--- config.mk ---
export PLATFORM = sky130hd
export DESIGN_NAME = intr_accept
export DESIGN_NICKNAME = d
export VERILOG_FILES = /design/src/rtl/intr_pkg.sv /design/src/rtl/intr_prio_enc.sv /design/src/rtl/intr_vec_store.sv /design/src/rtl/intr_special_flags.sv /design/src/rtl/intr_arbiter.sv /design/src/rtl/intr_accept.sv
export SDC_FILE = /design/constraint.sdc
export NUM_CORES = 2
export LEC_CHECK = 0
export CELL_PAD_IN_SITES_DETAIL_PLACEMENT = 1
export CELL_PAD_IN_SITES_GLOBAL_PLACEMENT = 1
export CORE_MARGIN = 2
export CORE_UTILIZATION = 52
export CTS_BUF_LIST = sky130_fd_sc_hd__clkbuf_2
export DETAILED_ROUTE_END_ITERATION = 8
export PLACE_DENSITY_LB_ADDON = 0.1
export SYNTH_ARGS = -nofsm -noshare
export SYNTH_HDL_FRONTEND = slang
export SYNTH_HIERARCHICAL = 1
export SYNTH_SLANG_ARGS = --single-unit
export TNS_END_PERCENT = 1
--- constraint.sdc ---
create_clock -name clk_i -period 5.49 [get_ports clk_i]
set_input_delay 0.549 -clock clk_i [delete_from_list [all_inputs] [get_ports clk_i]]
set_output_delay 0.549 -clock clk_i [all_outputs]
set_load 0.01 [all_outputs]
--- src/rtl/intr_pkg.sv ---
package intr_pkg;
  localparam int NSPEC    = 5;
  localparam int SLOT_EXT = 4;

  typedef enum logic [2:0] {
    DM_FIXED   = 3'd0,
    DM_LOWEST  = 3'd1,
    DM_SMI     = 3'd2,
    DM_RSVD    = 3'd3,
    DM_NMI     = 3'd4,
    DM_INIT    = 3'd5,
    DM_STARTUP = 3'd6,
    DM_EXT     = 3'd7
  } dmode_e;

  typedef enum logic [2:0] {
    IK_REGULAR = 3'd0,
    IK_EXT     = 3'd1,
    IK_STARTUP = 3'd2,
    IK_INIT    = 3'd3,
    IK_NMI     = 3'd4,
    IK_SMI     = 3'd5
  } ikind_e;

  // slot index doubles as service priority: 0 is served first
  function automatic dmode_e slot_mode(int s);
    case (s)
      0:       return DM_SMI;
      1:       return DM_NMI;
      2:       return DM_INIT;
      3:       return DM_STARTUP;
      default: return DM_EXT;
    endcase
  endfunction

  function automatic ikind_e slot_kind(int s);
    case (s)
      0:       return IK_SMI;
      1:       return IK_NMI;
      2:       return IK_INIT;
      3:       return IK_STARTUP;
      default: return IK_EXT;
    endcase
  endfunction
endpackage

--- src/rtl/intr_prio_enc.sv ---
module intr_prio_enc #(
  parameter int N = 256,
  localparam int W = $clog2(N)
) (
  input  logic [N-1:0] bits_i,
  output logic [W-1:0] idx_o,
  output logic         any_o
);
  always_comb begin
    idx_o = '0;
    for (int i = 0; i < N; i++) begin
      if (bits_i[i]) idx_o = W'(i);
    end
  end
  assign any_o = |bits_i;
endmodule

--- src/rtl/intr_vec_store.sv ---
module intr_vec_store #(
  parameter int VEC_W = 8,
  localparam int NVEC = 1 << VEC_W
) (
  input  logic             clk_i,
  input  logic             rst_ni,
  input  logic             set_i,
  input  logic [VEC_W-1:0] set_vec_i,
  input  logic             set_level_i,
  input  logic             take_i,
  input  logic [VEC_W-1:0] take_vec_i,
  input  logic             eoi_i,
  input  logic [VEC_W-1:0] eoi_vec_i,
  output logic [NVEC-1:0]  irr_o,
  output logic [NVEC-1:0]  isr_o,
  output logic [NVEC-1:0]  tmr_o
);
  logic [NVEC-1:0] irr_q, isr_q, tmr_q;

  always_ff @(posedge clk_i or negedge rst_ni) begin
    if (!rst_ni) begin
      irr_q <= '0;
      isr_q <= '0;
      tmr_q <= '0;
    end else begin
      // a duplicate request leaves trigger state alone
      if (set_i && !irr_q[set_vec_i]) begin
        irr_q[set_vec_i] <= 1'b1;
        tmr_q[set_vec_i] <= set_level_i;
      end
      if (eoi_i) isr_q[eoi_vec_i] <= 1'b0;
      if (take_i) begin
        irr_q[take_vec_i] <= 1'b0;
        isr_q[take_vec_i] <= 1'b1;
      end
    end
  end

  assign irr_o = irr_q;
  assign isr_o = isr_q;
  assign tmr_o = tmr_q;
endmodule

--- src/rtl/intr_special_flags.sv ---
module intr_special_flags
  import intr_pkg::*;
#(
  parameter int VEC_W = 8
) (
  input  logic                        clk_i,
  input  logic                        rst_ni,
  input  logic                        req_valid_i,
  input  logic [2:0]                  req_mode_i,
  input  logic [VEC_W-1:0]            req_vector_i,
  input  logic [NSPEC-1:0]            clr_i,
  output logic [NSPEC-1:0]            pend_o,
  output logic [NSPEC-1:0][VEC_W-1:0] vec_o
);
  for (genvar g = 0; g < NSPEC; g++) begin : g_slot
    localparam dmode_e SLOT_M = slot_mode(g);
    logic             pend_q;
    logic [VEC_W-1:0] vec_q;

    always_ff @(posedge clk_i or negedge rst_ni) begin
      if (!rst_ni) begin
        pend_q <= 1'b0;
        vec_q  <= '0;
      end else if (clr_i[g]) begin
        pend_q <= 1'b0;
      end else if (req_valid_i && req_mode_i == SLOT_M && !pend_q) begin
        pend_q <= 1'b1;
        vec_q  <= req_vector_i;
      end
    end

    assign pend_o[g] = pend_q;
    assign vec_o[g]  = vec_q;
  end
endmodule

--- src/rtl/intr_arbiter.sv ---
module intr_arbiter
  import intr_pkg::*;
#(
  parameter int VEC_W   = 8,
  parameter int CLASS_W = 4
) (
  input  logic [NSPEC-1:0]            pend_i,
  input  logic [NSPEC-1:0][VEC_W-1:0] spec_vec_i,
  input  logic                        int_en_i,
  input  logic                        irr_any_i,
  input  logic [VEC_W-1:0]            irr_top_i,
  input  logic [VEC_W-1:0]            isr_top_i,
  input  logic [VEC_W-1:0]            tpr_i,
  output logic                        deliv_o,
  output logic                        take_reg_o,
  output logic [NSPEC-1:0]            clr_o,
  output ikind_e                      kind_o,
  output logic [VEC_W-1:0]            vec_o
);
  logic reg_ok;
  logic found;

  assign reg_ok = int_en_i && irr_any_i && (irr_top_i > isr_top_i) &&
                  (irr_top_i[VEC_W-1 -: CLASS_W] > tpr_i[VEC_W-1 -: CLASS_W]);

  always_comb begin
    found      = 1'b0;
    take_reg_o = 1'b0;
    clr_o      = '0;
    kind_o     = IK_REGULAR;
    vec_o      = irr_top_i;
    for (int s = 0; s < NSPEC; s++) begin
      if (!found && pend_i[s] && (s != SLOT_EXT || int_en_i)) begin
        found    = 1'b1;
        clr_o[s] = 1'b1;
        kind_o   = slot_kind(s);
        vec_o    = spec_vec_i[s];
      end
    end
    if (!found && reg_ok) begin
      found      = 1'b1;
      take_reg_o = 1'b1;
    end
    deliv_o = found;
  end
endmodule

--- src/rtl/intr_accept.sv ---
module intr_accept
  import intr_pkg::*;
#(
  parameter int VEC_W   = 8,
  parameter int CLASS_W = 4,
  parameter int TPR_DW  = 32
) (
  input  logic              clk_i,
  input  logic              rst_ni,
  input  logic              req_valid_i,
  input  logic [VEC_W-1:0]  req_vector_i,
  input  logic [2:0]        req_mode_i,
  input  logic              req_level_i,
  input  logic              int_en_i,
  input  logic              tpr_we_i,
  input  logic [TPR_DW-1:0] tpr_wdata_i,
  input  logic              eoi_i,
  input  logic              ack_i,
  output logic              deliverable_o,
  output logic              ack_valid_o,
  output logic [VEC_W-1:0]  ack_vector_o,
  output logic [2:0]        ack_kind_o,
  output logic              ack_level_o,
  output logic [VEC_W-1:0]  tpr_o,
  output logic [VEC_W-1:0]  irr_top_o,
  output logic [VEC_W-1:0]  isr_top_o
);
  localparam int NVEC = 1 << VEC_W;

  logic [NVEC-1:0]            irr, isr, tmr;
  logic [NSPEC-1:0]           pend, clr_sel, clr;
  logic [NSPEC-1:0][VEC_W-1:0] spec_vec;
  logic [VEC_W-1:0]           irr_top, isr_top, sel_vec, tpr_q;
  logic                       irr_any, isr_any, deliv, take_sel, take;
  logic                       reg_req;
  ikind_e                     sel_kind;

  assign reg_req = req_valid_i &&
                   (req_mode_i == DM_FIXED || req_mode_i == DM_LOWEST);
  assign take    = ack_i && take_sel;
  assign clr     = ack_i ? clr_sel : '0;

  intr_vec_store #(.VEC_W(VEC_W)) u_store (
    .clk_i       (clk_i),
    .rst_ni      (rst_ni),
    .set_i       (reg_req),
    .set_vec_i   (req_vector_i),
    .set_level_i (req_level_i),
    .take_i      (take),
    .take_vec_i  (irr_top),
    .eoi_i       (eoi_i),
    .eoi_vec_i   (isr_top),
    .irr_o       (irr),
    .isr_o       (isr),
    .tmr_o       (tmr)
  );

  intr_special_flags #(.VEC_W(VEC_W)) u_flags (
    .clk_i        (clk_i),
    .rst_ni       (rst_ni),
    .req_valid_i  (req_valid_i),
    .req_mode_i   (req_mode_i),
    .req_vector_i (req_vector_i),
    .clr_i        (clr),
    .pend_o       (pend),
    .vec_o        (spec_vec)
  );

  intr_prio_enc #(.N(NVEC)) u_irr_enc (
    .bits_i (irr),
    .idx_o  (irr_top),
    .any_o  (irr_any)
  );

  intr_prio_enc #(.N(NVEC)) u_isr_enc (
    .bits_i (isr),
    .idx_o  (isr_top),
    .any_o  (isr_any)
  );

  intr_arbiter #(.VEC_W(VEC_W), .CLASS_W(CLASS_W)) u_arb (
    .pend_i     (pend),
    .spec_vec_i (spec_vec),
    .int_en_i   (int_en_i),
    .irr_any_i  (irr_any),
    .irr_top_i  (irr_top),
    .isr_top_i  (isr_top),
    .tpr_i      (tpr_q),
    .deliv_o    (deliv),
    .take_reg_o (take_sel),
    .clr_o      (clr_sel),
    .kind_o     (sel_kind),
    .vec_o      (sel_vec)
  );

  always_ff @(posedge clk_i or negedge rst_ni) begin
    if (!rst_ni) tpr_q <= '0;
    else if (tpr_we_i) tpr_q <= tpr_wdata_i[VEC_W-1:0];
  end

  always_ff @(posedge clk_i or negedge rst_ni) begin
    if (!rst_ni) begin
      ack_valid_o  <= 1'b0;
      ack_vector_o <= '0;
      ack_kind_o   <= '0;
      ack_level_o  <= 1'b0;
    end else begin
      ack_valid_o <= ack_i && deliv;
      if (ack_i && deliv) begin
        ack_vector_o <= sel_vec;
        ack_kind_o   <= sel_kind;
        ack_level_o  <= take_sel && tmr[sel_vec];
      end
    end
  end

  assign deliverable_o = deliv;
  assign tpr_o         = tpr_q;
  assign irr_top_o     = irr_top;
  assign isr_top_o     = isr_any ? isr_top : '0;
endmodule

-- Word level (Yosys, flattened, before mapping)
Index checks and enable logic that the tools add are counted.
- register bits: 834
- input port bits: 51
- order comparisons: 9
- equality and inequality tests: 6
- muxes and demuxes: 558
- bitwise logic cells: 11
- reductions and logical operators: 52
- operator list (cell ; number):
    $mux W8 ; 262
    $mux W256 ; 4
    $mux W7 ; 128
    $and A256 B256 Y256 ; 2
    $not A256 Y256 ; 2
    $or A256 B256 Y256 ; 2
    $reduce_or A256 Y1 ; 2
    $mux W6 ; 64
    $bwmux W256 ; 1
    $mux W5 ; 33
    $mux W4 ; 16
    $mux W3 ; 13
    $lt A8 B9 Y1 const B ; 4
    $mux W1 ; 28
    $logic_and A1 B1 Y1 ; 27
    $demux W1 S8 ; 3
    $ge A8 B1 Y1 const B ; 3
    $bmux W1 S8 ; 2
    $eq A3 B3 Y1 const B ; 4
    $logic_not A1 Y1 ; 11
    $reduce_and A2 Y1 ; 5
    $reduce_bool A2 Y1 ; 5
    $gt A8 B8 Y1 ; 1
    $mux W2 ; 4
    6 further kinds ; 10

-- Longest topological paths before layout
- depth in word-level cells: 264
- depth in mapped cells: 20
- gate-level depth less buffers: 20

-- By module
Netlist, hierarchy kept.
- modules (own cells, without submodules) (module ; instances ; cells an instance ; area each (um^2) ; sequential area each (um^2)):
    intr_vec_store ; 1 ; 2689 ; 32391.1 ; 19218.4
    intr_prio_enc ; 2 ; 598 ; 3345.7 ; 0.0
    intr_accept ; 1 ; 290 ; 3121.7 ; 525.5
    intr_special_flags ; 1 ; 117 ; 1803.0 ; 1126.1
    intr_arbiter ; 1 ; 121 ; 808.3 ; 0.0

-- Worst setup path after synthesis
OpenSTA, ideal clock, no wires.
- kind: register -> register
- start: register u_store.irr_q[17] (netlist: u_store/irr_o[17])
- end: register u_store.irr_q[232] (netlist: u_store/irr_o[232])
- data arrival time: 4.833 ns
- path slack: 0.536 ns
- cell stages (with the launch flop): 19
- clock period less this slack: 4.954 ns
- cell sequence: dfrtp_1 or4_4 or4_4 nor2b_1 o31ai_2 a21oi_1 o21ai_1 o221ai_1 ha_1 nand4_1 o2111ai_1 a21o_1 a211oi_1 and2_1 clkbuf_1 clkbuf_1 nand2_1 clkbuf_1 o22a_1
- word-level cells in the longest chain between the ends: 246
- elaborated cells between the ends (all ways): 261
- classes of those cells: 4 x order compare; 246 x mux; 2 x bitwise; 9 x reduce/logical
- RTL lines (element ; line ; RTL):
    from (decl) ; intr_vec_store.sv:18 ; logic [NVEC-1:0] irr_q, isr_q, tmr_q;
    from (signal assigned) ; intr_vec_store.sv:22 ; irr_q <= '0;
    from (signal, indexed assignment) ; intr_vec_store.sv:28 ; irr_q[set_vec_i] <= 1'b1;
    from (signal, indexed assignment) ; intr_vec_store.sv:33 ; irr_q[take_vec_i] <= 1'b0;
    $mux W5 * (15 in series) ; intr_prio_enc.sv:12 ; if (bits_i[i]) idx_o = W'(i);
    $mux W6 * (32 in series) ; intr_prio_enc.sv:12 ;
    $mux W7 * (64 in series) ; intr_prio_enc.sv:12 ;
    $mux W8 * (128 in series) ; intr_prio_enc.sv:12 ;
    named net irr_top_o[4] ; intr_accept.sv:25 ; output logic [VEC_W-1:0] irr_top_o,
    $gt A8 B8 Y1 ; intr_arbiter.sv:23 ; assign reg_ok = int_en_i && irr_any_i && (irr_top_i > isr_top_i) &&
    $logic_and A1 B1 Y1 ; intr_arbiter.sv:23 ;
    $logic_and A1 B1 Y1 * ; intr_arbiter.sv:23 ;
    $logic_and A1 B1 Y1 * ; intr_arbiter.sv:40 ; if (!found && reg_ok) begin
    $mux W1 * ; intr_arbiter.sv:40 ;
    named net take_sel ; intr_accept.sv:34 ; logic irr_any, isr_any, deliv, take_sel, take;
    $logic_and A1 B1 Y1 * ; intr_accept.sv:40 ; assign take = ack_i && take_sel;
    named net take ; intr_accept.sv:34 ;
    $mux W256 * ; intr_vec_store.sv:32 ; if (take_i) begin
The timed path passes the listed nets; every way through them passes the cells marked *. The select of a mux whose other input is x is not followed.
A chain may end at the register's enable or synchronous reset.

-- Worst setup path after layout
- start: register u_store.irr_q[18] (netlist: u_store/irr_o[18])
- end: output deliverable_o
- word-level cells in the longest chain between the ends: 243
- elaborated cells between the ends (all ways): 246
- classes of those cells: 2 x order compare; 239 x mux; 5 x reduce/logical
- RTL lines (element ; line ; RTL):
    $mux W5 (14 in series) ; intr_prio_enc.sv:12 ;
    $mux W6 (32 in series) ; intr_prio_enc.sv:12 ;
    $mux W7 (64 in series) ; intr_prio_enc.sv:12 ;
    $mux W8 (128 in series) ; intr_prio_enc.sv:12 ;
    $gt A8 B8 Y1 ; intr_arbiter.sv:23 ;
    $logic_and A1 B1 Y1 ; intr_arbiter.sv:23 ;
    $logic_and A1 B1 Y1 * ; intr_arbiter.sv:23 ;
    $logic_and A1 B1 Y1 * ; intr_arbiter.sv:40 ;
    $mux W1 * ; intr_arbiter.sv:40 ;
    to (decl) ; intr_accept.sv:19 ; output logic deliverable_o,
Mark *: on every way between the ends. The rest lies on a longest branch, timed or not.

==> results_dict.tcl <==
set metrics [dict create \
    crit_path_start "u_store/irr_o[18]" \
    hold_violations 0 \
    wirelength_microns 203000 \
    wire_length_of_the_first_global_routing_pass_microns 296000 \
    worstSetupStartpointType "flop" \
    vias 43300 \
    synth_edf_count 0 \
    power_report.internal_total_w 0.0129 \
    syn_nets 4476 \
    power.share.combinational 0.551 \
    clock_power_share 0.182 \
    io_buffer_count 64 \
    final_cell_mix "sky130_fd_sc_hd__dfrtp_1, sky130_fd_sc_hd__o21ai_0, sky130_fd_sc_hd__nor2_1, sky130_fd_sc_hd__buf_4, sky130_fd_sc_hd__clkbuf_2" \
    synth_area_sq_um 44800 \
    mostFrequentLayoutCell "sky130_fd_sc_hd__dfrtp_1" \
    p_sw_frac 0.494 \
    period_share 1.10 \
    power.density_cell_area_nw_per_um2 489 \
    timing.hold.worst_endpoint "u_flags/g_slot[2].pend_q" \
    timing.critical_path.to_type "output port" \
    synthDominantAreaCellType "sky130_fd_sc_hd__dfrtp_1" \
    clock_latency_ns 1.70 \
    run_status "finished, violations left" \
    die_height_microns 298 \
    number_of_drc_markers_after_the_initial_detailed_route_iteration 5541 \
    timing.critical_path.fanout_max 4 \
    seq_area_sq_um 20900 \
    timing.critical_path.required_ns 4.94 \
    antenna_found_initial 12 \
    grt_overflow_total 0 \
    top_post_synthesis_cells_by_area "sky130_fd_sc_hd__dfrtp_1, sky130_fd_sc_hd__o21ai_0, sky130_fd_sc_hd__mux2_2, sky130_fd_sc_hd__mux4_2, sky130_fd_sc_hd__o22a_1" \
    max_slew_margin 0.0443 \
    syn_inst 4413 \
    async_reset_ff_frac 1.00 \
    hpwl_microns 140000 \
    whs_ns 0.109 \
    synthDominantCellAreaShare 0.466 \
    count_of_nets_left_with_antenna_violations_after_detail_routing 0 \
    drt-wirelength-per-cell_microns 33.0 \
    synth-warning-count 6 \
    post-route-worst-setup-slack_ns -0.551 \
    violations "negative setup slack" \
    grt.total_usage 0.452 \
    drc 0 \
    clock_skew_ns 0.101 \
    die-area_sq_um 88500 \
    timing.setup.critical_path_class "flop to output port" \
    io_pins 89 \
    initial_util 0.526 \
    place_congestion 1.04 \
    worst_hold_path.num_cells 3 \
    count_of_tritonroute_iterations_in_the_first_routing_pass 8 \
    timing.reg2reg.worst_path_depth 20 \
    fmaxAchievable_mhz 166 \
    area_of_combinational_cells_with_multiple_inputs_sq_um 23100 \
    buffer_cell_driving_the_clock_tree_root "sky130_fd_sc_hd__clkbuf_2" \
    max_cap_viol_count 0 \
    tritoncts "built" \
    reg2reg_from "u_store/irr_o[18]" \
    via_count_of_the_first_global_routing_pass 43600 \
    cts_htree_levels 4 \
    tightestPinTransition_ns 1.43 \
    clkSinkCount 834 \
    critical_path_arrival_ns 5.49 \
    synth.yosys.seq_area_share 0.466 \
    drive_gt1_frac 0.250 \
    holdCritStartpoint "ack_i" \
    average_cell_area_after_synthesis_sq_um 10.2 \
    total_of_endpoints_with_negative_setup_slack_in_the_final_report 10 \
    die_x_extent_microns 298 \
    clk_path_buf_depth 3 \
    synth_cell_type_count 85 \
    worstHoldPathType "input pin to flop" \
    post-place-cells 5661 \
    flow.area_growth_from_synthesis_pct 16.2 \
    vdd.ir_drop.worst_v 0.000621 \
    final.fill_count 9505 \
    netSwitchingPower_w 0.0126 \
    count_of_nets_after_finishing 4872 \
    power.leakage_nw 23.4 \
    num_cts_buffers 218 \
    worstReg2RegEnd "ack_level_o" \
    finalWorstPathRequiredPeriod_ns 6.04 \
    rsz_0062_raised_after_global_routing "true" \
    total_of_flip_flops_plus_latches_after_synthesis 834 \
    core_area_sq_um 85300 \
    layout.cells.non_filler 6136 \
    number_of_max_slew_violations_in_the_final_report 0 \
    reg2reg_setup_slack_ns -0.31 \
    core.rowCount 107 \
    pwr-share-seq 0.267 \
    grt_max_degree 168 \
    yosys_most_used_dff "sky130_fd_sc_hd__dfrtp_1" \
    clk_pin_slew_worst_paths_ns 0.12 \
    drt-vias-per-instance 7.06 \
]
==> synth_stat cells, types with 10 or more instances <==
library cell	number
sky130_fd_sc_hd__dfrtp_1	834
sky130_fd_sc_hd__o21ai_0	569
sky130_fd_sc_hd__nor2_1	417
sky130_fd_sc_hd__o22a_1	244
sky130_fd_sc_hd__mux2_2	240
sky130_fd_sc_hd__nand2_1	196
sky130_fd_sc_hd__clkbuf_1	187
sky130_fd_sc_hd__nor4_1	149
sky130_fd_sc_hd__a21oi_1	148
sky130_fd_sc_hd__nand3_1	140
sky130_fd_sc_hd__nor3_1	137
sky130_fd_sc_hd__inv_1	124
sky130_fd_sc_hd__mux4_2	95
sky130_fd_sc_hd__mux2i_1	82
sky130_fd_sc_hd__mux2_1	74
sky130_fd_sc_hd__nor2b_1	64
sky130_fd_sc_hd__nand4_1	46
sky130_fd_sc_hd__o31ai_1	45
sky130_fd_sc_hd__nand2b_1	37
sky130_fd_sc_hd__buf_2	35
sky130_fd_sc_hd__nor2_2	28
sky130_fd_sc_hd__o21bai_1	26
sky130_fd_sc_hd__or4_1	25
sky130_fd_sc_hd__and2_1	24
sky130_fd_sc_hd__o21a_1	22
sky130_fd_sc_hd__a211oi_1	21
sky130_fd_sc_hd__o221ai_1	21
sky130_fd_sc_hd__o22ai_1	21
sky130_fd_sc_hd__nor2_4	20
sky130_fd_sc_hd__a2111oi_0	19
sky130_fd_sc_hd__buf_4	17
sky130_fd_sc_hd__a22oi_1	16
sky130_fd_sc_hd__buf_6	16
sky130_fd_sc_hd__o21ai_1	16
sky130_fd_sc_hd__a221oi_1	14
sky130_fd_sc_hd__and3_1	14
sky130_fd_sc_hd__o211ai_1	14
sky130_fd_sc_hd__or3_1	14
sky130_fd_sc_hd__a31oi_1	13
sky130_fd_sc_hd__o31a_1	13
sky130_fd_sc_hd__ha_1	12
sky130_fd_sc_hd__nor3b_1	11
sky130_fd_sc_hd__o2111ai_1	10
==> flip-flops by register name, summed over array words and instances (netlist names) <==
signal	count
u_store/irr_o	256
u_store/isr_o	256
u_store/tmr_o	256
u_flags/g_slot.vec_q	40
ack_vector_o	8
tpr_o	8
u_flags/g_slot.pend_q	5
ack_kind_o	3
ack_level_o	1
ack_valid_o	1
==> critical path: stages (launching register included) <==
cell	delay, ns
sky130_fd_sc_hd__dfrtp_2	0.43
sky130_fd_sc_hd__or4_4	0.54
sky130_fd_sc_hd__or4_4	0.57
sky130_fd_sc_hd__nor2b_4	0.16
sky130_fd_sc_hd__o31ai_4	0.22
sky130_fd_sc_hd__a21oi_2	0.13
sky130_fd_sc_hd__o21ai_2	0.28
sky130_fd_sc_hd__o221ai_4	0.19
sky130_fd_sc_hd__ha_4	0.31
sky130_fd_sc_hd__nand4_1	0.14
sky130_fd_sc_hd__buf_4	0.18
sky130_fd_sc_hd__a21o_1	0.17
sky130_fd_sc_hd__a22oi_2	0.14
sky130_fd_sc_hd__buf_6	0.14
sky130_fd_sc_hd__buf_6	0.13
sky130_fd_sc_hd__buf_6	0.10
==> per-stage QoR <==
step / setup TNS (ns) / util / worst slack [ns] / power (W) / area, sq um
3_5_place_dp: -5.07 / 0.570 / -0.429 / 0.0197 / 48600
6_report: -1.41 / 0.611 / -0.551 / 0.0254 / 52100
4_1_cts: -1.52 / 0.604 / -0.479 / 0.0246 / 51500
5_1_grt: -2.84 / 0.610 / -0.653 / 0.0261 / 52100
2_1_floorplan: 0 / - / 0.536 / 0.0130 / 44800
3_3_place_gp: -0.207 / 0.570 / -0.207 / 0.0195 / 48600
==> timing repair <==
item	in CTS	in global routing
endpoints found under the hold margin	1091	0
endpoints found under the setup margin	245	13
pin swaps	21	26
hold buffers	32	0
setup buffers	27	15
gates resized for setup	93	76
==> layout make-up <==
| class | count | area share |
|---|---|---|
| antenna | 20 | 0.000961 |
| clock buffer | 297 | 0.0285 |
| timing repair buffer | 443 | 0.0792 |
| inverter | 125 | 0.00901 |
| clock inverter | 86 | 0.00961 |
| tap | 1144 | 0.0275 |
| multi-input combinational | 3187 | 0.444 |
| sequential | 834 | 0.401 |
==> how the worst max path moves through the flow <==
stage,end,cells past startpoint
2_1_floorplan,u_store/irr_o[232],18
3_3_place_gp,ack_level_o,25
3_5_place_dp,ack_level_o,25
4_1_cts,deliverable_o,15
5_1_grt,deliverable_o,18
6_report,deliverable_o,15
==> kinds of logic (layout without fill, tap and decap cells) <==
group | count (synthesis) | count (layout) | share of synthesized area
flip-flops | 834 | 834 | 0.466
multiplexers | 499 | 499 | 0.148
buffers and inverters | 392 | 951 | 0.0387
adder cells (fa/ha/maj) | 12 | 12 | 0.00335
AO/OA/AOI/OAI | 1302 | 1302 | 0.188
other | 0 | 20 | 0
AND/OR/NAND/NOR | 1374 | 1374 | 0.157
==> power by group through the flow <==
stage / combinational, W / clock [W] / sequential [W]
after floorplan: 0.00617 / 0 / 0.00680
after global placement: 0.0126 / 0 / 0.00687
after detailed placement: 0.0128 / 0 / 0.00689
after CTS: 0.0131 / 0.00463 / 0.00678
after global routing: 0.0143 / 0.00496 / 0.00684
final: 0.0140 / 0.00463 / 0.00679
==> layer usage <==
| metal | share of wire | track usage | vias up |
|---|---|---|---|
| met4 | 0.058 | 0.230 | 6 |
| li1 | - | - | 17500 |
| met3 | 0.13 | 0.138 | 719 |
| met1 | 0.39 | 0.614 | 22100 |
| met2 | 0.43 | 0.655 | 2979 |
| met5 | 0.00021 | 0 | - |
No activity file was read; power rests on OpenSTA's default activity.
